File: config.mk
export PLATFORM = sky130hd
export DESIGN_NAME = bch_flip_applier
export DESIGN_NICKNAME = d
export VERILOG_FILES = /design/src/rtl/bch_flip_applier.sv
export SDC_FILE = /design/constraint.sdc
export NUM_CORES = 1
export LEC_CHECK = 0
export BUFFER_PORTS_ARGS = -buffer_cell sky130_fd_sc_hd__buf_2
export CAP_MARGIN = 20
export CORE_ASPECT_RATIO = 2
export CORE_MARGIN = 2
export CORE_UTILIZATION = 30
export DETAILED_ROUTE_END_ITERATION = 8
export PLACE_DENSITY = 0.61
export SYNTH_ARGS = -nofsm -noshare
export SYNTH_HDL_FRONTEND = slang
export SYNTH_SLANG_ARGS = --single-unit
File: constraint.sdc
create_clock -name clk -period 2.8 [get_ports clk]
set_input_delay 0.56 -clock clk [delete_from_list [all_inputs] [get_ports clk]]
set_output_delay 0.56 -clock clk [all_outputs]
set_load 0.01 [all_outputs]
File: src/rtl/bch_flip_applier.sv
module bch_flip_applier #(
  parameter int SECTOR_BYTES = 512,
  parameter int POS_W        = 13,
  parameter int POS_SLOTS    = 8,
  parameter int WAIT_LIMIT   = 4096
) (
  input  logic                   clk,
  input  logic                   rst_n,
  input  logic                   start,
  input  logic                   dec_ready,
  input  logic [31:0]            stat_word,
  input  logic [127:0]           pos_words,
  input  logic                   strength8,
  input  logic                   bus16,
  output logic [3:0]             code_bytes,
  output logic                   mem_rd_en,
  output logic                   mem_wr_en,
  output logic [8:0]             mem_addr,
  output logic [7:0]             mem_wdata,
  input  logic [7:0]             mem_rdata,
  output logic                   busy,
  output logic                   done,
  output logic [1:0]             result
);
  localparam int ADDR_W    = $clog2(SECTOR_BYTES);
  localparam int DATA_BITS = SECTOR_BYTES * 8;
  localparam int SL_W      = $clog2(POS_SLOTS);
  localparam int IDX_W     = $clog2(POS_SLOTS + 1);
  localparam int WCNT_W    = $clog2(WAIT_LIMIT + 1);

  localparam logic [1:0] RES_OK   = 2'd0;
  localparam logic [1:0] RES_BAD  = 2'd1;
  localparam logic [1:0] RES_TOUT = 2'd2;

  typedef enum logic [2:0] {S_IDLE, S_WAIT, S_EVAL, S_SCAN, S_WRITE} state_t;

  state_t                     state;
  logic [WCNT_W-1:0]          wait_cnt;
  logic [7:0]                 flags_q;
  logic [POS_W-1:0]           pos_in [POS_SLOTS];
  logic [POS_W-1:0]           pos_q  [POS_SLOTS];
  logic [IDX_W-1:0]           idx;
  logic [ADDR_W-1:0]          addr_q;
  logic [2:0]                 bit_q;

  for (genvar g = 0; g < POS_SLOTS; g++) begin : g_unpack
    assign pos_in[g] = pos_words[(g/2)*32 + (g%2)*16 +: POS_W];
  end

  assign code_bytes = (strength8 ? 4'd13 : 4'd7) + {3'd0, bus16};

  logic             found, uncorr, list_end, in_range;
  logic [3:0]       err_cnt;
  logic [POS_W-1:0] cur_pos;

  assign uncorr   = flags_q[0];
  assign found    = flags_q[1];
  assign err_cnt  = flags_q[7:4];
  assign cur_pos  = pos_q[idx[SL_W-1:0]];
  assign list_end = 32'(idx) >= 32'(err_cnt);
  assign in_range = 32'(cur_pos) < DATA_BITS;

  assign busy      = state != S_IDLE;
  assign mem_rd_en = (state == S_SCAN) && !list_end && in_range;
  assign mem_wr_en = state == S_WRITE;
  assign mem_addr  = (state == S_WRITE) ? 9'(addr_q) : 9'(cur_pos[ADDR_W+2:3]);
  assign mem_wdata = mem_rdata ^ (8'd1 << bit_q);

  always_ff @(posedge clk or negedge rst_n) begin
    if (!rst_n) begin
      state    <= S_IDLE;
      wait_cnt <= '0;
      flags_q  <= '0;
      idx      <= '0;
      addr_q   <= '0;
      bit_q    <= '0;
      done     <= 1'b0;
      result   <= RES_OK;
      for (int i = 0; i < POS_SLOTS; i++) pos_q[i] <= '0;
    end else begin
      done <= 1'b0;
      case (state)
        S_IDLE: if (start) begin
          state    <= S_WAIT;
          wait_cnt <= '0;
        end
        S_WAIT: begin
          if (dec_ready) begin
            flags_q <= stat_word[7:0];
            for (int i = 0; i < POS_SLOTS; i++) pos_q[i] <= pos_in[i];
            state   <= S_EVAL;
          end else if (32'(wait_cnt) == WAIT_LIMIT - 1) begin
            done   <= 1'b1;
            result <= RES_TOUT;
            state  <= S_IDLE;
          end else begin
            wait_cnt <= wait_cnt + 1'b1;
          end
        end
        S_EVAL: begin
          idx <= '0;
          if (!found) begin
            done   <= 1'b1;
            result <= RES_OK;
            state  <= S_IDLE;
          end else if (uncorr || 32'(err_cnt) > POS_SLOTS) begin
            done   <= 1'b1;
            result <= RES_BAD;
            state  <= S_IDLE;
          end else begin
            state <= S_SCAN;
          end
        end
        S_SCAN: begin
          if (list_end) begin
            done   <= 1'b1;
            result <= RES_OK;
            state  <= S_IDLE;
          end else if (in_range) begin
            addr_q <= cur_pos[ADDR_W+2:3];
            bit_q  <= cur_pos[2:0];
            state  <= S_WRITE;
          end else begin
            idx <= idx + 1'b1;
          end
        end
        S_WRITE: begin
          idx   <= idx + 1'b1;
          state <= S_SCAN;
        end
        default: state <= S_IDLE;
      endcase
    end
  end

  AST_IDLE_QUIET: assert property (@(posedge clk) disable iff (!rst_n)
    !busy |-> !mem_rd_en && !mem_wr_en);
  AST_RW_EXCL: assert property (@(posedge clk) disable iff (!rst_n)
    !(mem_rd_en && mem_wr_en));
  AST_RMW_PAIR: assert property (@(posedge clk) disable iff (!rst_n)
    mem_rd_en |=> mem_wr_en && mem_addr == $past(mem_addr));
  AST_SINGLE_FLIP: assert property (@(posedge clk) disable iff (!rst_n)
    mem_wr_en |-> $countones(mem_wdata ^ mem_rdata) == 1);
  AST_DONE_PULSE: assert property (@(posedge clk) disable iff (!rst_n)
    done |=> !done);
  AST_DONE_ENDS_BUSY: assert property (@(posedge clk) disable iff (!rst_n)
    done |-> !busy);
endmodule

==> run_results.csv <==
group,metric,value,unit
critical_path,reg2reg_setup_slack,450,ps
timing,fmax,0.363,GHz
global_route,grt_pass1_vias,4936,
logic_synthesis,synth_seq_cells,145,
floorplan,start_util,30.2,%
critical_path,critPathLaunchType,"register",
global_route,grt_pass1_wl,26600,um
outcome,status,"complete, no violations",
layout,nNetsFinal,875,
layout,drive_above_1_share,51.7,%
critical_path,crit-reg2reg-launch,"idx[0]",
logic_synthesis,syn_inst,528,
routing,vias,4807,
timing,rsz0062_at_grt,"yes",
timing,hold_ws,29.1,ps
floorplan,fp-row-count,79,
logic_synthesis,yosysTopAreaCellShare,51.9,%
floorplan,top_level_ports,201,
routing,ant_nets,0,
placement,post-dp-hpwl,12400,um
timing,worst_slack,44.4,ps
cts,clock-sinks,145,
cts,cts_buffers,17,
global_route,antenna_found_initial,2,
routing,drt-pass1-iter-count,4,
logic_synthesis,synth_common_cells,"dfrtp_1 (145), mux2_2 (107), nand2_1 (26), nor2_1 (24), o21ai_0 (24)",
critical_path,endpoint_kind,"primary output",
placement,dpl_cell_area,8140,sq um
logic_synthesis,synth.most_common_cell,"dfrtp_1",
power,total_power,9.95,mW
cts,path_clk_slew,70,ps
critical_path,rr_endpoint,"idx[3]",
placement,dp_slack,341,ps
layout,fin_area,9000,sq um
logic_synthesis,synth_edf_count,0,
floorplan,die_w,112,um
layout,final_util,38.9,%
timing,slew_viol_final,0,
cts,clk_path_buf_depth,2,
job,cap_violations,0,
power,ir_drop,0.000702,V
routing,first_iter_violations,160,
placement,dp_cells,944,
placement,numPortBuffers,150,
cts,clock_latency,440,ps
critical_path,arrival,2200,ps
floorplan,die_h,220,um
timing,post-route-period-util,98.4,%
critical_path,critPathMaxFanout,6,
global_route,grt_util_all_layers,14.3,%
placement,gp_congestion,0.782,
hold_path,hp-class,"input pin to async pin",
routing,wl_per_cell,17.2,um
logic_synthesis,async_reset_ff_share,100,%
critical_path,cp.required,2240,ps
timing,max_slew_margin,54.6,%
cts,htree_levels,4,
timing,worstMarginPinSlew,680,ps
timing,post-route-min-period,2760,ps
layout,stdcell_count,992,
logic_synthesis,synth_nets,710,
critical_path,critPathKind,"register to primary output",
timing,finClkSkew,15.6,ps
cts,cts_hold_buf,0,
floorplan,dieArea,24600,sq um
logic_synthesis,syn_area,7000,sq um
logic_synthesis,synth.distinct_cells,55,
logic_synthesis,synthFlopType,"dfrtp_1",
timing,setup_tns,0,ps
global_route,grt_overflow,0,
floorplan,core,23100,sq um
logic_synthesis,synth_area_per_cell,13.2,sq um
cts,cts_tree,"yes",
routing,wl,17100,um
logic_synthesis,synth_warnings,0,
logic_synthesis,synth.area.top_cells,"dfrtp_1 (52%), mux2_2 (17%), mux4_2 (7.1%)",
cts,cts_root_buf,"clkbuf_16",
logic_synthesis,synth_top_area_cell,"dfrtp_1",
routing,drt-vias-per-instance,4.85,
routing,drc,0,
layout,syn2layout_area_growth,28.7,%
logic_synthesis,yosysSeqAreaShare,51.9,%
global_route,grt_max_degree,61,
timing,final_hold_viol_count,0,
power,p_leak,3.95,nW
power,power.density,1110,nW/um^2
critical_path,ff2ff_path_depth,9,
timing,setup_violations,0,
## per-layer routing
layer  track usage [%]  wire length, um  up-vias
li1                  -                -     2250
met1              15.4             6260     2432
met2              26.1             9700      104
met3              3.44              666       21
met4              7.11              442        0
met5                 0                0        -
## logic make-up after synthesis
family / Yosys count / synth area share (%)
AOI/OAI and AO/OA: 75 / 7.35
buffers and inverters: 51 / 3.34
adders and majority gates: 8 / 1.43
xor gates and xnor gates: 13 / 1.63
muxes: 147 / 27.9
and+or+nand+nor: 89 / 6.49
DFF: 145 / 51.9
## layout by cell type, fill, tap and decap left out, types with 3 or more instances in the layout
master,n
a21oi_1,14
a21oi_2,4
buf_12,7
buf_2,149
buf_4,16
buf_6,6
bufinv_16,4
clkbuf_16,17
clkbuf_8,3
clkinv_2,5
dfrtp_1,143
diode_2,3
ha_1,8
inv_1,17
mux2_2,107
mux2i_1,6
mux2i_4,5
mux4_1,3
mux4_2,23
nand2_1,25
nand3_1,6
nand3b_1,5
nand4_1,3
nor2_1,24
nor2b_1,6
o211ai_1,3
o21ai_0,24
o21ai_1,4
o31ai_1,3
or3_1,4
xnor2_1,9
xor2_1,4
## worst max-delay path: stages, from the launching register on
cell and delay [ps]:
dfrtp_2 400, buf_6 130, buf_12 130, buf_6 100, mux4_2 540, mux2i_1 200
a21oi_1 80, buf_2 170
## timing repair
| action | in CTS | in global routing |
|---|---|---|
| pin swaps | 3 | 4 |
| buffers inserted | 6 | 7 |
| gates cloned | 1 | 0 |
| gates resized for setup | 14 | 17 |
| endpoints found under the setup margin | 10 | 10 |
## state kept, by name, summed over array words and instances, names as in the netlist
name	cells
wait_cnt	13
done	1
idx	4
pos_q	104
bit_q	3
addr_q	9
state	3
result	2
flags_q	6
## area by class of cell
type | count | area, sq um
Sequential cell | 145 | 3630
Timing Repair Buffer | 179 | 1090
Inverter | 18 | 67.6
Clock buffer | 21 | 470
Clock inverter | 11 | 160
Fill cell | 2257 | 14100
Multi-Input combinational cell | 332 | 3220
Antenna cell | 3 | 7.51
Tap cell | 283 | 354
## worst max-delay path by stage
stage          depth (start not counted)  startpoint     endpoint
3_3_place_gp                           6      idx[0]    mem_rd_en
4_1_cts                                7      idx[0]  mem_addr[1]
6_report                               7      idx[0]  mem_addr[0]
3_5_place_dp                           6      idx[0]    mem_rd_en
2_1_floorplan                          9      idx[0]    mem_rd_en
5_1_grt                                7      idx[0]  mem_addr[4]
## where the power goes
part | internal [mW] | switching, mW | total (mW)
Combinational | 2.21 | 1.68 | 3.90
Clock | 1.55 | 0.902 | 2.45
Sequential | 3.04 | 0.557 | 3.60
Power figures use the tool's default switching activity.
